**src/rtl/rowseq_pkg.sv**
```systemverilog
package rowseq_pkg;

    // Phase of the sequencer within a channel slot
    typedef enum logic [1:0] {
        ST_IDLE  = 2'd0,
        ST_GATE  = 2'd1,
        ST_CLEAR = 2'd2,
        ST_HOLD  = 2'd3
    } seq_state_e;

endpackage

```
**src/rtl/rowseq_launch_sel.sv**
```systemverilog
module rowseq_launch_sel (
    input  logic first_dev,
    input  logic start_i,
    input  logic token_i,
    output logic launch
);

    // Head of chain listens to the start pulse, followers to the token
    always_comb begin
        if (first_dev) begin
            launch = start_i;
        end else begin
            launch = token_i;
        end
    end

endmodule

```
**src/rtl/rowseq_phase_fsm.sv**
```systemverilog
module rowseq_phase_fsm
    import rowseq_pkg::*;
#(
    parameter int NUM_CH  = 32,
    parameter int PHASE_W = 8,
    localparam int CH_W   = (NUM_CH > 1) ? $clog2(NUM_CH) : 1
) (
    input  logic               clk,
    input  logic               rst,
    input  logic               launch,
    input  logic               first_dev,
    input  logic [PHASE_W-1:0] gate_len,
    input  logic [PHASE_W-1:0] clear_len,
    output logic               active,
    output logic               clr_phase,
    output logic [CH_W-1:0]    ch,
    output logic               token_o,
    output logic               frame_o
);

    localparam logic [CH_W-1:0]    LAST_CH = CH_W'(NUM_CH - 1);
    localparam logic [PHASE_W-1:0] ONE     = PHASE_W'(1);

    typedef struct packed {
        seq_state_e         state;
        logic [CH_W-1:0]    ch;
        logic [PHASE_W-1:0] cnt;
        logic [PHASE_W-1:0] glen;
        logic [PHASE_W-1:0] clen;
        logic               token;
        logic               frame;
    } fsm_regs_t;

    fsm_regs_t r_q;
    fsm_regs_t r_d;

    // A zero length still gives a one-cycle phase
    function automatic logic [PHASE_W-1:0] clamp_len(input logic [PHASE_W-1:0] v);
        return (v == '0) ? ONE : v;
    endfunction

    always_comb begin
        r_d       = r_q;
        r_d.token = 1'b0;
        r_d.frame = 1'b0;
        unique case (r_q.state)
            ST_IDLE: begin
                if (launch) begin
                    r_d.state = ST_GATE;
                    r_d.ch    = '0;
                    r_d.cnt   = '0;
                    r_d.glen  = clamp_len(gate_len);
                    r_d.clen  = clamp_len(clear_len);
                    r_d.frame = first_dev;
                end
            end
            ST_GATE: begin
                if (r_q.cnt == r_q.glen - ONE) begin
                    r_d.state = ST_CLEAR;
                    r_d.cnt   = '0;
                end else begin
                    r_d.cnt = r_q.cnt + ONE;
                end
            end
            ST_CLEAR: begin
                if (r_q.cnt == r_q.clen - ONE) begin
                    r_d.state = ST_HOLD;
                    r_d.cnt   = '0;
                end else begin
                    r_d.cnt = r_q.cnt + ONE;
                end
            end
            ST_HOLD: begin
                if (r_q.ch == LAST_CH) begin
                    r_d.state = ST_IDLE;
                    r_d.ch    = '0;
                    r_d.token = 1'b1;
                end else begin
                    r_d.state = ST_GATE;
                    r_d.ch    = r_q.ch + CH_W'(1);
                end
            end
            default: r_d.state = ST_IDLE;
        endcase
    end

    always_ff @(posedge clk) begin
        if (rst) begin
            r_q.state <= ST_IDLE;
            r_q.ch    <= '0;
            r_q.cnt   <= '0;
            r_q.glen  <= ONE;
            r_q.clen  <= ONE;
            r_q.token <= 1'b0;
            r_q.frame <= 1'b0;
        end else begin
            r_q <= r_d;
        end
    end

    assign active    = (r_q.state != ST_IDLE);
    assign clr_phase = (r_q.state == ST_CLEAR);
    assign ch        = r_q.ch;
    assign token_o   = r_q.token;
    assign frame_o   = r_q.frame;

endmodule

```
**src/rtl/rowseq_chan_decode.sv**
```systemverilog
module rowseq_chan_decode #(
    parameter int NUM_CH = 32,
    localparam int CH_W  = (NUM_CH > 1) ? $clog2(NUM_CH) : 1
) (
    input  logic              active,
    input  logic              clr_phase,
    input  logic [CH_W-1:0]   ch,
    output logic [NUM_CH-1:0] gate_o,
    output logic [NUM_CH-1:0] clear_o
);

    for (genvar i = 0; i < NUM_CH; i++) begin : g_chan
        logic hit;
        assign hit        = (ch == CH_W'(i));
        assign gate_o[i]  = active & hit;
        assign clear_o[i] = clr_phase & hit;
    end

endmodule

```
**src/rtl/rowgroup_sequencer.sv**
```systemverilog
module rowgroup_sequencer #(
    parameter int NUM_CH  = 32,
    parameter int PHASE_W = 8
) (
    input  logic               clk,
    input  logic               rst,
    input  logic               first_dev,
    input  logic               start_i,
    input  logic               token_i,
    input  logic [PHASE_W-1:0] gate_len,
    input  logic [PHASE_W-1:0] clear_len,
    output logic [NUM_CH-1:0]  gate_o,
    output logic [NUM_CH-1:0]  clear_o,
    output logic               token_o,
    output logic               frame_o
);

    localparam int CH_W = (NUM_CH > 1) ? $clog2(NUM_CH) : 1;

    logic            launch;
    logic            active;
    logic            clr_phase;
    logic [CH_W-1:0] ch;

    rowseq_launch_sel u_launch (
        .first_dev (first_dev),
        .start_i   (start_i),
        .token_i   (token_i),
        .launch    (launch)
    );

    rowseq_phase_fsm #(
        .NUM_CH  (NUM_CH),
        .PHASE_W (PHASE_W)
    ) u_fsm (
        .clk       (clk),
        .rst       (rst),
        .launch    (launch),
        .first_dev (first_dev),
        .gate_len  (gate_len),
        .clear_len (clear_len),
        .active    (active),
        .clr_phase (clr_phase),
        .ch        (ch),
        .token_o   (token_o),
        .frame_o   (frame_o)
    );

    rowseq_chan_decode #(
        .NUM_CH (NUM_CH)
    ) u_dec (
        .active    (active),
        .clr_phase (clr_phase),
        .ch        (ch),
        .gate_o    (gate_o),
        .clear_o   (clear_o)
    );

endmodule

```
**config.mk**
```make
export PLATFORM = sky130hd
export DESIGN_NAME = rowgroup_sequencer
export DESIGN_NICKNAME = d
export VERILOG_FILES = /design/src/rtl/rowseq_pkg.sv /design/src/rtl/rowseq_launch_sel.sv /design/src/rtl/rowseq_phase_fsm.sv /design/src/rtl/rowseq_chan_decode.sv /design/src/rtl/rowgroup_sequencer.sv
export SDC_FILE = /design/constraint.sdc
export NUM_CORES = 1
export LEC_CHECK = 0
export ABC_AREA = 1
export BUFFER_PORTS_ARGS = -buffer_cell sky130_fd_sc_hd__buf_4
export CORE_MARGIN = 2
export CORE_UTILIZATION = 40
export CTS_BUF_LIST = sky130_fd_sc_hd__clkbuf_4 sky130_fd_sc_hd__clkbuf_8
export DETAILED_ROUTE_END_ITERATION = 6
export PLACE_DENSITY = 0.66
export SLEW_MARGIN = 10
export SYNTH_ARGS = -nofsm -noshare
export SYNTH_HDL_FRONTEND = slang
export SYNTH_SLANG_ARGS = --single-unit
```
**constraint.sdc**
```tcl
create_clock -name clk -period 2.5 [get_ports clk]
set_input_delay 0.25 -clock clk [delete_from_list [all_inputs] [get_ports clk]]
set_output_delay 0.25 -clock clk [all_outputs]
set_load 0.05 [all_outputs]
```
# After elaboration in Yosys (flattened, before gate mapping)
# Index checks and enable logic that the tools add are counted.
[classes] n_mux=13 n_eq_ne=39 n_reduce_logical=13 bitwise=67 addsub=4
[ops] op="5-bit == test, second input constant" count=16
[ops] op="1-bit AND" count=64
[ops] op="5-bit by 4-bit == test with 1-bit output, second input constant" count=8
[ops] op="8-bit 2-to-1 mux" count=4
[ops] op="31-bit 2-to-1 mux" count=1
[ops] op="8-bit one-hot mux with 3 select lines" count=1
[ops] op="5-bit by 3-bit == test with 1-bit output, second input constant" count=4
[ops] op="8-bit == test" count=2
[ops] op="8-bit logical NOT" count=2
[ops] op="8-bit by 1-bit subtractor with 8-bit output, second input constant" count=2
[ops] op="5-bit by 2-bit == test with 1-bit output, second input constant" count=2
[ops] op="5-bit one-hot mux with 2 select lines" count=1
[ops] op="8-bit by 1-bit adder with 8-bit output, second input constant" count=1
[ops] op="2-bit one-hot mux with 4 select lines" count=1
[ops] op="6-bit 2-to-1 mux" count=1
[ops] op="2-bit AND reduction" count=3
[ops] op="5-bit by 1-bit adder with 5-bit output, second input constant" count=1
[ops] op="5-bit by 1-bit == test with 1-bit output, second input constant" count=1
[ops] op="5-bit logical NOT" count=1
[ops] op="2-bit == test, second input constant" count=2
[ops] op="2-bit 2-to-1 mux" count=2
[ops] op="2-bit != test, second input constant" count=2
[ops] op="2-bit nonzero test" count=2
[ops] op="1-bit NOT" count=3
[ops] op="8 further kinds" count=9
[totals] reg_bits=33 output_inout_bits=66 in_bits=21

# Logic depth before layout (Yosys ltp)
# Gate-level depths: netlist of the first run.
[logic_depth] ltp_word=4 depth_mapped=16

# Hierarchy
# A second synthesis of the first run with hierarchy kept.
[hier_totals] cells_unflattened=458 area_unflattened_um2=2647.5
[by_module_without_submodules] module="rowseq_phase_fsm" cells_each=331 area_per_inst_um2=2104.5 n_inst=1 seq_area_each_um2=660.6
[by_module_without_submodules] module="rowseq_chan_decode" cells_each=123 area_per_inst_um2=528.0 n_inst=1 seq_area_each_um2=0.0
[by_module_without_submodules] module="rowseq_launch_sel" cells_each=4 area_per_inst_um2=15.0 n_inst=1 seq_area_each_um2=0.0

# Least setup slack after synthesis of the first run
# OpenSTA, ideal clock, no wires.
[synth_timing] path_kind="flip-flop to output port" startpoint="reg u_fsm.r_q[31] in the netlist's numbering" endpoint="out gate_o[4]" path_buffers=2 stages_incl_launch_ff=6 path_slack_ns=0.115 arrival_ns=2.135 cell_sequence="dfxtp_1 > inv_1 > ha_1 > clkbuf_1 > buf_1 > nor3_1"
[synth_via] elab_chain_cells=2
[synth_lines] element="start, declared" line_no="rowseq_phase_fsm.sv:34" source="fsm_regs_t r_q;"
[synth_lines] element="start signal, assigned" line_no="rowseq_phase_fsm.sv:97" source="r_q <= r_d;"
[synth_lines] element="2-bit nonzero test" line_no="rowseq_phase_fsm.sv:101" source="assign active = (r_q.state != ST_IDLE);"
[synth_lines] element="1-bit AND" line_no="rowseq_chan_decode.sv:15" source="assign gate_o[i] = active & hit;"
[synth_lines] element="end, declared" line_no="rowgroup_sequencer.sv:12" source="output logic [NUM_CH-1:0] gate_o,"
# No other way between the ends.

# Worst setup path in the final report of the first run
[layout_timing] startpoint="reg u_fsm.ch[0] (netlist name)" endpoint="out gate_o[31]"
[layout_via] elab_chain_cells=2
[layout_lines] element="5-bit == test" line_no="rowseq_chan_decode.sv:14" source="assign hit = (ch == CH_W'(i));"
[layout_lines] element="via u_dec.g_chan[31].hit" line_no="rowseq_chan_decode.sv:13" source="logic hit;"
[layout_lines] element="1-bit AND" line_no="rowseq_chan_decode.sv:15"
# The timed path passes the listed nets, and every way through them passes these cells.

==> summary.txt, run 1 <==
Layout
  • Fillers: 654
  • Layout cells sized above 1: 0.210
  • Final Non-Filler Cells: 586
  • FF+latch area: 661 µm²
  • Layout area overhead: 30.4%
  • N_diodes: 0
  • # nets final: around 540
  • Footprint of the multi-input gates: 1670 µm²

Global routing
  • GRT Overall Usage: 0.207
  • Largest net degree at the start of global routing: 34
  • Initial antenna violation count: 0
  • Grt ovf: 0
  • Vias in the first global route: 2700
  • First-pass GRT wire length: approximately 12 mm

Placed design
  • # placed instances: 578
  • Pre-CTS WS: 0.534 ns
  • Number of port buffers: 86
  • Final HPWL DP: between 5 and 6 mm
  • Routability Congestion: 0.848

CTS
  • CTS root buf: clkbuf_8
  • Clk pin slew, worst setup/hold paths: 0.07 ns
  • Skew-Pair Late Insertion Delay: 0.29 ns
  • TritonCTS clock tree: built
  • CTS resizes: 0
  • Max clock buf depth: 2
  • Cts bufs inserted: 5
  • Post CTS Setup Buffer Count: 0
  • H-tree level count: 2
  • Clock sinks: 33
  • Number of hold buffers added after cts: 0

Worst setup path
  • Worst Path Max Fanout: 8
  • Worst Setup Path Type: register to output port
  • CP Data Arrival Time: between 1.5 and 2 ns
  • Cells on worst reg2reg path: 6
  • Startpoint Class: register
  • Worst r2r src: u_fsm.r_q[31]$_SDFFE_PP0P_
  • Reg2reg setup slack: 0.49 ns
  • Critical path endpoint category: output port
  • RR Endpoint: u_fsm.ch[1]$_SDFFE_PP0P_
  • Worst Path Required: 2.25 ns

Logic synthesis
  • Number of distinct library cells after synthesis: 26
  • Post-Synthesis Cell Area: 2590 µm²
  • Sequential area share after synthesis: 0.255
  • Yosys warnings: 0
  • Number of synthesized flops with an enable pin: 0
  • Syn avg cell area: 5.96 µm²
  • Largest cells by area after synthesis: dfxtp_1 25%, nand2_1 12%, nor2_1 12%
  • Commonest cells post-synth: 83 x nand2_1, 83 x nor2_1, 50 x nand3_1
  • Synth Instances: 435
  • Top cell type's share of synthesized area: 0.255
  • Leading area contributor after synthesis: dfxtp_1
  • FF+latch count, synth: 33
  • Synth async-reset ratio: 0
  • Most used DFF post-synth: dfxtp_1
  • Syn_nets: 469

Floorplan
  • I/O pin cnt: 87
  • # rows: 29
  • Die X: 84.5 µm
  • Starting Density: 0.411
  • Die Height: 84.5 µm
  • DIE AREA: 7140 µm²
  • Core area: between 6000 and 7000 µm²

Pwr
  • Peak VDD IR: just under 0.5 mV
  • Power per standard cell area: between 800 and 900 nW/µm²
  • Static Leak: 1.58 nW

STA
  • RSZ-0062 raised after global routing: false
  • Final period util: 0.848
  • Slew HR: 0.623
  • Fin. Hold Viols: 0
  • Slew @ Worst Pin: 0.564 ns
  • Post-route setup slack: 0.380 ns
  • Clk_skew: 0.00472 ns
  • Setup TNS: 0 ns
  • Tmin final: between 2 and 2.5 ns
  • Fmax: 472 MHz
  • Final hold slack: 0.227 ns
  • Final Max Slew Viols: 0
  • Setup-violating endpoint count in the final report: 0

Flow run
  • Max-capacitance violation count: 0

Route
  • Wirelength per Cell: ~13 µm
  • Final WL: 7.40 mm
  • Pre-Repair DR Iteration Count: 5
  • DRT iter0 DRCs: 93
  • Number of remaining DRC errors: 0
  • Vias/cell: 5.11
  • Routed via count: 2996
  • Final ANT Viol Nets: 0

Worst hold path
  • Hold_sp: first_dev
  • Hold Path Sink: u_fsm.frame_o$_SDFF_PP0_
  • Worst hold stages: 3
  • Hold crit path type: input port to register

Run status
  • Status: completed
==> power breakdown <==
group / switching, W / internal, W
logic: 0.00102 / 0.000440
clock network: 0.000206 / 0.000336
registers: 0.0000914 / 0.000624
==> worst max-delay path, cell delays in order, from the launching register on <==
cell	delay (ns)
dfxtp_1	0.41
ha_1	0.33
inv_1	0.09
nor2_1	0.17
ha_1	0.21
inv_1	0.08
nor2_1	0.09
buf_4	0.20
==> layout make-up <==
| type | count | share of cell area |
|---|---|---|
| Timing Repair Buffer | 90 | 0.200 |
| Clock inverter | 1 | 0.00888 |
| Inverter | 43 | 0.0477 |
| Multi-Input combinational cell | 335 | 0.493 |
| Sequential cell | 33 | 0.195 |
| Clock buffer | 7 | 0.0266 |
| Tap cell | 77 | 0.0285 |
==> cells by family (layout without fill, tap and decap cells) <==
logic type / count (synthesis) / after routing / share of synthesized area
and+or+nand+nor: 253 / 253 / 0.422
buffers and inverters: 67 / 141 / 0.102
AOI/OAI and AO/OA: 54 / 54 / 0.107
DFF: 33 / 33 / 0.255
xor gates and xnor gates: 15 / 15 / 0.0507
adders and majority gates: 13 / 13 / 0.0627
==> sequential cells by signal, indices dropped and copies added, names as in the netlist <==
| name | count |
|---|---|
| u_fsm.ch | 5 |
| u_fsm.token_o | 1 |
| u_fsm.frame_o | 1 |
| u_fsm.r_q | 26 |
==> cell usage in the layout, fill, tap and decap left out <==
cell / synthesis / routed
buf_4: 3 / 90
nand2_1: 83 / 83
nor2_1: 83 / 83
nand3_1: 50 / 50
inv_1: 41 / 41
dfxtp_1: 33 / 33
a21oi_1: 29 / 29
nor3_1: 23 / 23
o21ai_0: 22 / 22
xor2_1: 13 / 13
ha_1: 13 / 13
clkbuf_8: 0 / 6
nand4_1: 3 / 3
nor4_1: 2 / 2
o211ai_1: 2 / 2
nor2_2: 2 / 2
nand2_2: 2 / 2
nand2_4: 2 / 2
nand3_2: 2 / 2
xnor2_1: 2 / 2
clkinv_1: 1 / 1
inv_2: 1 / 1
nand3b_1: 1 / 1
a211oi_1: 1 / 1
bufinv_16: 0 / 1
clkbuf_4: 0 / 1
==> through the flow <==
stage               utilization  instance area, µm²  total power [W]
global route              0.535                3380          0.00295
CTS                       0.535                3380          0.00273
finish                    0.535                3380          0.00272
global placement          0.516                3260          0.00214
detailed placement        0.516                3260          0.00218
floorplan                     -                2590          0.00184
==> worst max path at each step <==
stage,depth (start not counted),from,slack (ns),to
CTS,7,u_fsm.ch[0]$_SDFFE_PP0P_,0.37,gate_o[31]
floorplan,5,u_fsm.r_q[31]$_SDFFE_PP0P_,0.12,gate_o[4]
detailed placement,6,u_fsm.r_q[31]$_SDFFE_PP0P_,0.53,u_fsm.ch[2]$_SDFFE_PP0P_
finish,7,u_fsm.ch[0]$_SDFFE_PP0P_,0.38,gate_o[31]
global placement,13,u_fsm.r_q[2]$_SDFFE_PP1P_,0.66,u_fsm.r_q[32]$_SDFFE_PP0P_
global route,7,u_fsm.ch[0]$_SDFFE_PP0P_,0.21,gate_o[31]
==> routing by layer <==
metal / up-vias / part of all wire / global-route usage
li1: 1544 / - / -
met1: 1339 / 0.42 / 0.251
met2: 103 / 0.48 / 0.364
met3: 10 / 0.077 / 0.0433
met4: 0 / 0.016 / 0.0649
met5: - / 0 / 0
Note: power is estimated with default switching activity, not from simulation.
==> run 2, diff against run 1 <==
==> constraint.sdc (replaced) <==
create_clock -name clk -period 2.1 [get_ports clk]
set_input_delay 0.21 -clock clk [delete_from_list [all_inputs] [get_ports clk]]
set_output_delay 0.21 -clock clk [all_outputs]
set_load 0.05 [all_outputs]
==> summary.txt, run 2 (synthesized netlist as in run 1, its figures left out) <==
Worst setup path
  • Worst Path Required: 1.89 ns (was 2.25 ns)
  • Worst Setup Path Type: register to output port (unchanged)
  • Buffers & Inverters on Critical Path: 4 (was 3)
  • Worst Path Max Fanout: 30 (was 8)
  • CP Data Arrival Time: 1.71 ns (was 1.87 ns)
  • Reg2reg setup slack: 0.28 ns (was 0.49 ns)
  • Critical path endpoint category: output port (unchanged)
  • Worst-path cell chain: inv_1 -> ha_2 -> inv_1 -> buf_4 -> nor3_2 -> buf_4 (was ha_1 -> inv_1 -> nor2_1 -> ha_1 -> inv_1 -> nor2_1 -> buf_4)
  • Crit path to: clear_o[4] (was gate_o[31])
  • Crit path launch: u_fsm.r_q[31]$_SDFFE_PP0P_ (was u_fsm.ch[0]$_SDFFE_PP0P_)
  • Worst path depth: 6 (was 7)
  • Cells on worst reg2reg path: 12 (was 6)
  • Worst r2r src: u_fsm.r_q[2]$_SDFFE_PP1P_ (was u_fsm.r_q[31]$_SDFFE_PP0P_)
  • Startpoint Class: register (unchanged)
  • CP max-delay cell: dfxtp_1 (unchanged)
  • Crit path max-delay family: buffers and inverters (was adder cells)
  • RR Endpoint: u_fsm.r_q[23]$_SDFFE_PP0P_ (was u_fsm.ch[1]$_SDFFE_PP0P_)
  • Biggest cell delay along the critical path: 0.33 ns (was 0.41 ns)

Route
  • DRT iter0 DRCs: 69 (was 93)
  • Wirelength per Cell: 12.7 µm (was 12.6 µm)
  • Pre-Repair DR Iteration Count: 4 (was 5)
  • Met2 Wirelength: 3.53 mm (was 3.58 mm)
  • Routed via count: 2994 (was 2996)
  • Vias/cell: 5.08 (was 5.11)
  • Final WL: 7.51 mm (was 7.40 mm)
  • DRT met1 WL: 3.28 mm (was 3.14 mm)
  • Met3 WL: 515 µm (was 567 µm)
  • Number of remaining DRC errors: 0 (unchanged)
  • Top Layer Used: met4 (unchanged)
  • Final ANT Viol Nets: 0 (unchanged)

Floorplan
  • Die Height: 84.5 µm (unchanged)
  • Die X: 84.5 µm (unchanged)
  • Core area: 6310 µm² (unchanged)
  • I/O pin cnt: 87 (unchanged)
  • Starting Density: 0.411 (unchanged)
  • DIE AREA: 7140 µm² (unchanged)
  • # rows: 29 (unchanged)

CTS
  • CTS root buf: clkbuf_8 (unchanged)
  • Clock sinks: 33 (unchanged)
  • TritonCTS clock tree: built (unchanged)
  • H-tree level count: 2 (unchanged)
  • Max clock buf depth: 2 (unchanged)
  • Cts bufs inserted: 5 (unchanged)
  • Clk pin slew, worst setup/hold paths: 0.07 ns (about the same)
  • Post CTS Setup Buffer Count: 0 (unchanged)
  • Number of hold buffers added after cts: 0 (unchanged)
  • Skew-Pair Late Insertion Delay: 0.29 ns (about the same)

Layout
  • Layout cells sized above 1: 0.236 (was 0.210)
  • Design Area, Final: 3450 µm² (was 3380 µm²)
  • Layout area overhead: 33.2% (was 30.4%)
  • Most frequent cells in the layout: 92 x buf_4, 83 x nand2_1, 80 x nor2_1, 50 x nand3_1, 41 x inv_1 (was 90 x buf_4, 83 x nand2_1, 83 x nor2_1, 50 x nand3_1, 41 x inv_1)
  • Max FFs per register: 26 (unchanged)
  • FF+latch area: 661 µm² (unchanged)
  • Footprint of the multi-input gates: 1710 µm² (was 1670 µm²)
  • Final core occ: 0.547 (was 0.535)
  • Largest Register: u_fsm.r_q (unchanged)
  • Most common cell after layout, fill and taps aside: buf_4 (unchanged)
  • N_diodes: 0 (unchanged)
  • Largest regs: u_fsm.r_q: 26 flops, u_fsm.ch: 5 flops (unchanged)
  • # nets final: 545 (was 542)
  • Fillers: 667 (was 654)

Global routing
  • Grt ovf: 0 (unchanged)
  • Largest net degree at the start of global routing: 34 (unchanged)
  • Vias in the first global route: 2718 (was 2700)
  • GRT Overall Usage: 0.209 (was 0.207)
  • First-pass GRT wire length: 12.4 mm (was 12.3 mm)
  • Initial antenna violation count: 0 (unchanged)

Worst hold path
  • Hold crit path type: input port to register (unchanged)

STA
  • Fmax: 520 MHz
  • Post-route setup slack: 0.175 ns (was 0.380 ns)
  • Final Max Slew Viols: 0 (unchanged)
  • Clk_skew: 0.00559 ns (was 0.00472 ns)
  • Slew HR: 0.687 (was 0.623)
  • Final period util: 0.917
  • Final hold slack: 0.184 ns (was 0.227 ns)
  • RSZ-0062 raised after global routing: false (unchanged)
  • Tmin final: 1.92 ns
  • Fin. Hold Viols: 0 (unchanged)
  • Setup-violating endpoint count in the final report: 0 (unchanged)
  • Slew @ Worst Pin: 0.467 ns (was 0.564 ns)

Placed design
  • Pre-CTS WS: 0.287 ns (was 0.534 ns)
  • Post-DP Area: 3320 µm² (was 3260 µm²)
  • Final HPWL DP: 5.82 mm (about the same)
  • Number of port buffers: 86 (unchanged)
  • Routability Congestion: 0.888 (was 0.848)

Flow run
  • Max-capacitance violation count: 0 (unchanged)

Pwr
  • Static Leak: 1.60 nW (was 1.58 nW)
  • Power per standard cell area: 950 nW/µm² (was 804 nW/µm²)
  • Tot Pwr: 0.00328 W (was 0.00272 W)
  • Peak VDD IR: 0.710 mV (was 0.493 mV)

Run status
  • Status: completed (unchanged)
run 2: cell count changes in the layout (fill, tap and decap cells not counted), sizes merged:
cell  previous run  this run
buf             90        93
run 2: area by class of cell:
| cell class | instances | share of cell area |
|---|---|---|
| multi-input combinational | 335 | 0.496 |
| inverter | 43 | 0.0468 |
| timing repair buffer | 93 | 0.203 |
| clock buffer | 7 | 0.0261 |
| clock inverter | 1 | 0.00870 |
| tap | 77 | 0.0279 |
| sequential | 33 | 0.191 |
run 2: timing repair:
item,CTS,global route
setup endpoints to repair,0,10
gates resized for setup,0,5
hold endpoints to repair,0,0
run 2: worst min-delay path by stage:
stage	startpoint	to	slack, ns	depth (start not counted)
5_1_grt	first_dev	u_fsm.frame_o$_SDFF_PP0_	0.19	3
3_5_place_dp	u_fsm.r_q[17]$_SDFFE_PP0P_	u_fsm.r_q[17]$_SDFFE_PP0P_	0.48	2
6_report	gate_len[4]	u_fsm.r_q[14]$_SDFFE_PP0P_	0.18	3
3_3_place_gp	u_fsm.r_q[17]$_SDFFE_PP0P_	u_fsm.r_q[17]$_SDFFE_PP0P_	0.47	2
4_1_cts	first_dev	u_fsm.frame_o$_SDFF_PP0_	0.17	3
2_1_floorplan	rst	u_fsm.token_o$_SDFF_PP0_	0.29	1
run 2: tightest hold or removal path: stages:
cell,delay [ns]
buf_4,0.08
o21ai_0,0.07
nor2_1,0.08
run 2: layer usage:
| metal | up-vias | track usage |
|---|---|---|
| met5 | - | 0 |
| met4 | 0 | 0.0823 |
| met3 | 18 | 0.0462 |
| met2 | 97 | 0.355 |
| met1 | 1330 | 0.256 |
| li1 | 1549 | - |
run 2: through the flow:
step | instances | setup TNS (ns)
6_report | 589 | 0
5_1_grt | 589 | 0
4_1_cts | 589 | 0
3_5_place_dp | 581 | 0
3_3_place_gp | 581 | 0
2_1_floorplan | 435 | -1.31
run 2: report_power, final:
group | switching [W] | internal (W) | total [W]
combinational | 0.00122 | 0.000554 | 0.00178
clock | 0.000245 | 0.000400 | 0.000645
sequential | 0.000114 | 0.000742 | 0.000856
total | 0.00158 | 0.00170 | 0.00328
==> run 3, diff against run 2 <==
--- a/config.mk
+++ b/config.mk
@@ -7,7 +7,7 @@
 export LEC_CHECK = 0
 export ABC_AREA = 1
 export BUFFER_PORTS_ARGS = -buffer_cell sky130_fd_sc_hd__buf_4
-export CORE_MARGIN = 2
+export CORE_MARGIN = 5
 export CORE_UTILIZATION = 40
 export CTS_BUF_LIST = sky130_fd_sc_hd__clkbuf_4 sky130_fd_sc_hd__clkbuf_8
 export DETAILED_ROUTE_END_ITERATION = 6
==> summary.txt, run 3 (synthesized netlist as in run 1, its figures left out) <==
Run status
  • Status: completed (unchanged)

Route
  • Wirelength per Cell: 12.9 µm (was 12.7 µm)
  • DRT iter0 DRCs: 108 (was 69)
  • Pre-Repair DR Iteration Count: 4 (unchanged)
  • Number of remaining DRC errors: 0 (unchanged)
  • Final WL: 7.62 mm (was 7.51 mm)
  • Routed via count: 2960 (was 2994)
  • Final ANT Viol Nets: 0 (unchanged)
  • Vias/cell: 5.01 (was 5.08)

STA
  • Final Max Slew Viols: 0 (unchanged)
  • Tmin final: 1.94 ns (was 1.92 ns)
  • Fin. Hold Viols: 0 (unchanged)
  • RSZ-0062 raised after global routing: false (unchanged)
  • Post-route setup slack: 0.160 ns (was 0.175 ns)
  • Slew HR: 0.694 (was 0.687)
  • Clk_skew: 0.00825 ns (was 0.00559 ns)
  • Setup-violating endpoint count in the final report: 0 (unchanged)
  • Final hold slack: 0.185 ns (was 0.184 ns)
  • Fmax: 515 MHz (was 520 MHz)
  • Slew @ Worst Pin: 0.457 ns (was 0.467 ns)
  • Final period util: 0.924 (was 0.917)

Worst setup path
  • Worst Path Max Fanout: 22 (was 30)
  • Startpoint Class: register (unchanged)
  • CP Data Arrival Time: 1.73 ns (was 1.71 ns)
  • Worst Setup Path Type: register to output port (unchanged)
  • Biggest cell delay along the critical path: 0.36 ns (was 0.33 ns)
  • CP max-delay cell: dfxtp_1 (unchanged)
  • Worst Path Required: 1.89 ns (about the same)
  • CP most frequent cell: buf_4
  • Worst-path cell chain: inv_1 -> ha_1 -> buf_4 -> nor3_1 -> buf_4 (was inv_1 -> ha_2 -> inv_1 -> buf_4 -> nor3_2 -> buf_4)
  • Critical path endpoint category: output port (unchanged)

Floorplan
  • Die Height: 90.5 µm (was 84.5 µm)
  • DIE AREA: 8190 µm² (was 7140 µm²)
  • # rows: 29 (unchanged)
  • Core area: 6310 µm² (unchanged)
  • Die X: 90.5 µm (was 84.5 µm)
  • I/O pin cnt: 87 (unchanged)
  • Starting Density: 0.411 (unchanged)

Global routing
  • Initial antenna violation count: 0 (unchanged)
  • Vias in the first global route: 2819 (was 2718)
  • Grt ovf: 0 (unchanged)
  • First-pass GRT wire length: 12.7 mm (was 12.4 mm)
  • GRT Overall Usage: 0.180 (was 0.209)
  • Largest net degree at the start of global routing: 31 (was 34)

CTS
  • H-tree level count: 2 (unchanged)
  • Max clock buf depth: 2 (unchanged)
  • TritonCTS clock tree: built (unchanged)
  • Cts bufs inserted: 5 (unchanged)
  • CTS root buf: clkbuf_8 (unchanged)
  • Clock sinks: 33 (unchanged)
  • Number of hold buffers added after cts: 0 (unchanged)
  • Clk pin slew, worst setup/hold paths: 0.07 ns (about the same)
  • Skew-Pair Late Insertion Delay: 0.29 ns (about the same)

Pwr
  • Clock Power Share: 0.193 (was 0.197)
  • Tot Pwr: 0.00328 W (about the same)
  • Peak VDD IR: 0.815 mV (was 0.710 mV)
  • Switching share of power: 0.478 (was 0.483)
  • Power per standard cell area: 949 nW/µm² (was 950 nW/µm²)
  • Static Leak: 1.61 nW (was 1.60 nW)
  • Seq pwr share: 0.260 (was 0.261)
  • Int Pwr: 0.00171 W (was 0.00170 W)
  • Net switching power: 0.00157 W (was 0.00158 W)
  • Logic pwr share: 0.547 (was 0.542)

Layout
  • Most frequent cells in the layout: 95 x buf_4, 83 x nand2_1, 81 x nor2_1, 50 x nand3_1, 41 x inv_1 (was 92 x buf_4, 83 x nand2_1, 80 x nor2_1, 50 x nand3_1, 41 x inv_1)
  • Max FFs per register: 26 (unchanged)
  • Largest Register: u_fsm.r_q (unchanged)
  • Largest regs: u_fsm.r_q: 26 flops, u_fsm.ch: 5 flops (unchanged)
  • Layout cells sized above 1: 0.237 (was 0.236)
  • # nets final: 547 (was 545)
  • Final core occ: 0.548 (was 0.547)
  • Design Area, Final: 3460 µm² (was 3450 µm²)
  • N_diodes: 0 (unchanged)
  • Layout area overhead: 33.5% (was 33.2%)
  • Most common cell after layout, fill and taps aside: buf_4 (unchanged)

Placed design
  • Number of port buffers: 86 (unchanged)
  • Post-DP Area: 3330 µm² (was 3320 µm²)
  • Pre-CTS WS: 0.324 ns (was 0.287 ns)
  • Routability Congestion: 0.830 (was 0.888)
  • Final HPWL DP: 6.17 mm (was 5.82 mm)

Worst hold path
  • Hold crit path type: input port to register (unchanged)

Flow run
  • Max-capacitance violation count: 0 (unchanged)
[run 3: timing repair]
| item | 4_1_cts | 5_1_grt |
|---|---|---|
| setup endpoints to repair | 0 | 4 |
| gates resized for setup | 0 | 3 |
| buffers inserted | 0 | 0 |
[run 3: area by class of cell]
class	count	area, µm²
clock buffers	7	90.1
inverters	43	161
repair buffers	95	713
multi-input cells	335	1710
clock inverters	1	30.0
flip-flops and latches	33	661
well taps	77	96.3
fillers	665	2850
[run 3: routing by layer]
layer  vias up  part of all wire  global-route usage
met3         8             0.092              0.0633
met4         0             0.011              0.0521
met5         -                 0                   0
met1      1304              0.43               0.205
met2        93              0.47               0.314
li1       1555                 -                   -
[run 3: critical path, delay by kind of cell (launching register included)]
family        cells  cell delay (ns)
fa+ha+maj         1             0.29
buf+inv           3             0.57
flops             1             0.36
simple gates      1             0.22
[run 3: path summary, 6_finish.rpt]
kind	slack [ns]	to	startpoint	depth (start not counted)
setup / recovery	0.16	gate_o[8]	u_fsm.r_q[31]$_SDFFE_PP0P_	5
hold / removal	0.18	u_fsm.frame_o$_SDFF_PP0_	first_dev	3
setup reg to reg	0.31	u_fsm.r_q[25]$_SDFFE_PP0P_	u_fsm.r_q[2]$_SDFFE_PP1P_	14
hold reg to reg	0.48	u_fsm.r_q[17]$_SDFFE_PP0P_	u_fsm.r_q[17]$_SDFFE_PP0P_	2
[run 3: stage by stage]
| stage | TNS, ns | instances |
|---|---|---|
| final | 0 | 591 |
| after global routing | 0 | 591 |
| after CTS | 0 | 591 |
| after detailed placement | 0 | 583 |
| after global placement | 0 | 583 |
| after floorplan | -1.31 | 435 |
[run 3: power by group through the flow]
stage                     registers, W  clock network (W)  logic [W]
after floorplan               0.000844                  0    0.00136
after global placement        0.000863                  0    0.00178
after detailed placement      0.000865                  0    0.00180
after CTS                     0.000851           0.000646    0.00181
after global routing          0.000867           0.000668    0.00203
final                         0.000852           0.000635    0.00180
